File: config.mk
export PLATFORM = sky130hd
export DESIGN_NAME = issue_sel_top
export DESIGN_NICKNAME = d
export VERILOG_FILES = /design/src/rtl/sel_pkg.sv /design/src/rtl/sel_arb4_cell.sv /design/src/rtl/sel_tree.sv /design/src/rtl/issue_sel_top.sv
export SDC_FILE = /design/constraint.sdc
export NUM_CORES = 1
export LEC_CHECK = 0
export ABC_AREA = 1
export BUFFER_PORTS_ARGS = -buffer_cell sky130_fd_sc_hd__buf_2
export CAP_MARGIN = 30
export CORE_ASPECT_RATIO = 0.7
export CORE_UTILIZATION = 52
export DETAILED_ROUTE_END_ITERATION = 10
export GPL_TIMING_DRIVEN = 0
export PLACE_DENSITY_LB_ADDON = 0.08
export SKIP_CTS_REPAIR_TIMING = 1
export SYNTH_ARGS = -nofsm -noshare
export SYNTH_HDL_FRONTEND = slang
export SYNTH_SLANG_ARGS = --single-unit
File: constraint.sdc
create_clock -name clk_i -period 0.8 [get_ports clk_i]
set_input_delay 0.16 -clock clk_i [delete_from_list [all_inputs] [get_ports clk_i]]
set_output_delay 0.16 -clock clk_i [all_outputs]
set_load 0.01 [all_outputs]
File: src/rtl/sel_pkg.sv
package sel_pkg;
  // number of base-4 levels needed to cover n leaves
  function automatic int clog4(input int n);
    int lv = 0;
    int span = 1;
    while (span < n) begin
      span = span * 4;
      lv++;
    end
    return lv;
  endfunction
endpackage

File: src/rtl/sel_arb4_cell.sv
module sel_arb4_cell (
  input  logic [3:0] req_i,
  input  logic       en_i,
  output logic       any_o,
  output logic [3:0] gnt_o
);
  assign any_o = |req_i;

  always_comb begin
    gnt_o = '0;
    if (en_i) begin
      if (req_i[0])      gnt_o[0] = 1'b1;
      else if (req_i[1]) gnt_o[1] = 1'b1;
      else if (req_i[2]) gnt_o[2] = 1'b1;
      else if (req_i[3]) gnt_o[3] = 1'b1;
    end
  end
endmodule

File: src/rtl/sel_tree.sv
module sel_tree #(
  parameter int WIN = 16
) (
  input  logic [WIN-1:0] req_i,
  input  logic           en_i,
  output logic           any_o,
  output logic [WIN-1:0] gnt_o
);
  localparam int LEVELS = sel_pkg::clog4(WIN);

  // level 0 holds the leaf cells; level LEVELS-1 is the root
  for (genvar l = 0; l < LEVELS; l++) begin : g_lvl
    localparam int NCELL = WIN >> (2 * (l + 1));
    logic [4*NCELL-1:0] req_in;
    logic [4*NCELL-1:0] en_out;
    logic [NCELL-1:0]   any_out;
    logic [NCELL-1:0]   en_in;

    if (l == 0) begin : g_leaf
      assign req_in = req_i;
    end else begin : g_inner
      assign req_in = g_lvl[l-1].any_out;
    end

    if (l == LEVELS - 1) begin : g_root
      assign en_in = en_i;
    end else begin : g_mid
      assign en_in = g_lvl[l+1].en_out;
    end

    for (genvar j = 0; j < NCELL; j++) begin : g_cell
      sel_arb4_cell u_cell (
        .req_i (req_in[4*j +: 4]),
        .en_i  (en_in[j]),
        .any_o (any_out[j]),
        .gnt_o (en_out[4*j +: 4])
      );
    end
  end

  assign gnt_o = g_lvl[0].en_out;
  assign any_o = g_lvl[LEVELS-1].any_out[0];
endmodule

File: src/rtl/issue_sel_top.sv
module issue_sel_top #(
  parameter int WIN = 16
) (
  input  logic           clk_i,
  input  logic           rst_ni,
  input  logic [WIN-1:0] req_i,
  input  logic           unit0_free_i,
  input  logic           unit1_free_i,
  output logic [WIN-1:0] gnt0_o,
  output logic [WIN-1:0] gnt1_o
);
  logic [WIN-1:0] gnt0_c, gnt1_c, req_s1;
  logic           any0, any1;

  sel_tree #(.WIN(WIN)) u_tree0 (
    .req_i (req_i),
    .en_i  (unit0_free_i),
    .any_o (any0),
    .gnt_o (gnt0_c)
  );

  // second unit: drop the entry already taken by the first
  assign req_s1 = req_i & ~gnt0_c;

  sel_tree #(.WIN(WIN)) u_tree1 (
    .req_i (req_s1),
    .en_i  (unit1_free_i),
    .any_o (any1),
    .gnt_o (gnt1_c)
  );

  always_ff @(posedge clk_i or negedge rst_ni) begin
    if (!rst_ni) begin
      gnt0_o <= '0;
      gnt1_o <= '0;
    end else begin
      gnt0_o <= gnt0_c;
      gnt1_o <= gnt1_c;
    end
  end
endmodule

==> flow_metrics.py <==
metrics = {
    "detailed_routing": {
        "drc": 0,
        "drt_wl_total_um": 3810,
        "drtPass1Iterations": 4,
        "drt_iter0_drc": 94,
        "ant_nets": 0,
        "vias": 1368,
        "routedWlPerCell_um": 14.1,
        "viasPerCell": 5.05,
    },
    "power": {
        "peakVddDrop_uv": 1270,
        "powerDensity_nw_per_um2": 1630,
        "p_leak_nw": 1.20,
    },
    "critical_path": {
        "cp.required_ns": 1.02,
        "critPathMaxStageDelay_ns": 0.20,
        "cp_slowest_cell": "nor2_4",
        "cp_data_arrival_time_ns": 1.51,
        "critPathKind": "in2reg",
        "crit_path_max_fanout": 5,
        "crit_family": "simple AND/OR/NAND/NOR gates",
        "crit_path_start_kind": "input pin",
        "critPathCaptureType": "flip-flop",
        "worst-path-buf-inv": 2,
        "crit_top_cell": "nand2_2",
        "cp.depth": 12,
        "crit_chain": "buf_8 -> nor2_4 -> nand2_2 -> nor2_4 -> nand2_2 -> nand2_2 -> nand2_4 -> inv_2 -> nand2_2 -> nor2_4 -> nand2_2 -> nor2_2",
    },
    "floorplan": {
        "die_area_um2": 2910,
        "ios": 52,
        "dieWidth_um": 64.0,
        "start_util_pct": 55.7,
        "core-area_um2": 2510,
        "dieHeight_um": 45.4,
        "rows": 15,
    },
    "layout": {
        "areaGrowthSynthToFinish_pct": 50.4,
        "post-route-util_pct": 83.8,
        "final_area_um2": 2110,
        "drive_gt1_share_pct": 51.1,
        "final_common_cell": "buf_2",
        "finalNonFillerCells": 271,
        "final_cell_mix": "buf_2, dfrtp_1, inv_1",
        "diodes": 0,
        "fin_nets": 257,
    },
    "sta": {
        "fin_ws_ns": -0.497,
        "slew_violations": 0,
        "final-hold-violation-count": 32,
        "slew_headroom_pct": 53.5,
        "tightest_slew_ns": 0.698,
        "period_share_pct": 162,
        "hold_ws_ns": -0.0868,
        "timing.fmax_ghz": 0.771,
        "rsz0062_at_grt": "yes",
        "finalSetupViolCount": 52,
        "timing.final.crit_period_ns": 1.30,
    },
    "global_route": {
        "antenna_found_initial": 0,
        "track_usage_pct": 23.5,
        "grt_max_degree": 33,
        "grt_pass1_wl_um": 4930,
        "grt_pass1_vias": 1152,
        "overflow": 0,
    },
    "yosys": {
        "synth_area_leaders": "dfrtp_1, inv_1, nand2_1, nor2_1, nor3_1",
        "synth_top_family_by_area": "simple AND/OR/NAND/NOR gates",
        "yosysWarnings": 0,
        "synth.distinct_cells": 19,
        "avgSynthCellArea_um2": 8.39,
        "yosys.area_share.simple_pct": 30.4,
        "synthAdderAreaFrac_pct": 0,
        "synth_seq_area_share_pct": 57.1,
        "synthCells": 167,
        "synth_top_area_cell": "dfrtp_1",
        "ys_ff_latch": 32,
        "muxShareOfSynthArea_pct": 0,
        "synth_compound_area_share_pct": 3.84,
        "syn_nets": 187,
        "synth-xor-area-share_pct": 0,
        "synth_area_um2": 1400,
        "synth_top_area_share_pct": 57.1,
    },
    "clocking": {
        "clk_pin_slew_ns": 0.06,
        "clkSinkCount": 32,
        "cts_buffer_depth": 2,
        "cts_max_level": 2,
        "cts-root-buf": "clkbuf_8",
        "tritoncts": "done",
        "numCtsBuffers": 5,
    },
    "placement": {
        "dpl.hpwl_um": 2360,
        "numPortBuffers": 51,
        "placed_area_um2": 1720,
        "dp_cells": 252,
        "gp_congestion": 0.885,
    },
    "status": {
        "status": "complete, but fails checks",
        "violations": "hold timing, setup timing",
    },
    "worst_hold_path": {
        "worstHoldPathType": "in2async",
    },
    "job": {
        "maxCapViolCount": 0,
    },
}
## Yosys cell counts, drive strengths merged
cell type and instances:
and3b 1, o21bai 1, o21ai 7, clkinv 1, nor4 3, a31oi 1, a21oi 1, nand4 1
nor3 8, nor2 38, dfrtp 32, nand2 36, nand3 6, inv 31
## kinds of logic (layout without fill, tap and decap cells)
| family | count (synthesis) | count (layout) |
|---|---|---|
| simple gates | 93 | 93 |
| flops | 32 | 32 |
| buf+inv | 32 | 102 |
| compound gates | 10 | 10 |
## stage by stage
stage                     setup WS (ns)  setup TNS [ns]  hold WS [ns]  power (W)
after floorplan                  -0.312           -3.22        -0.136    0.00184
after global placement           -0.666          -10.12         0.225    0.00198
after detailed placement         -0.726          -11.55         0.235    0.00200
after CTS                        -0.444           -8.67       -0.0654    0.00329
after global routing             -0.593          -12.30       -0.0212    0.00354
final                            -0.497          -10.21       -0.0868    0.00344
## sequential cells by signal, summed over array words and instances, names as in the netlist
name	flops
gnt1_o	16
gnt0_o	16
## layout make-up
class | count | area (um2)
Sequential cell | 32 | 801
Multi-Input combinational cell | 103 | 683
Fill cell | 153 | 407
Timing Repair Buffer | 63 | 362
Inverter | 32 | 124
Clock buffer | 7 | 96.3
Tap cell | 34 | 42.5
## power breakdown
group,switching [W],internal [W]
combinational,0.000300,0.000165
clock,0.000568,0.000765
sequential,0.00000454,0.00164
## path summary, 6_finish.rpt
| path | from | to |
|---|---|---|
| setup / recovery | req_i[0] | gnt1_o[10] |
| hold / removal | rst_ni | gnt1_o[3] |
| max in group asynchronous | rst_ni | gnt1_o[11] |
| min in group clk_i | req_i[1] | gnt0_o[1] |
## layer usage
metal	part of all wire [%]	up-vias	global-route usage, %
li1	-	647	-
met1	42	666	28.1
met2	51	47	38.7
met3	6.4	8	8.25
met4	1.3	0	11.8
met5	0	-	0
No activity file was read; power rests on OpenSTA's default activity.
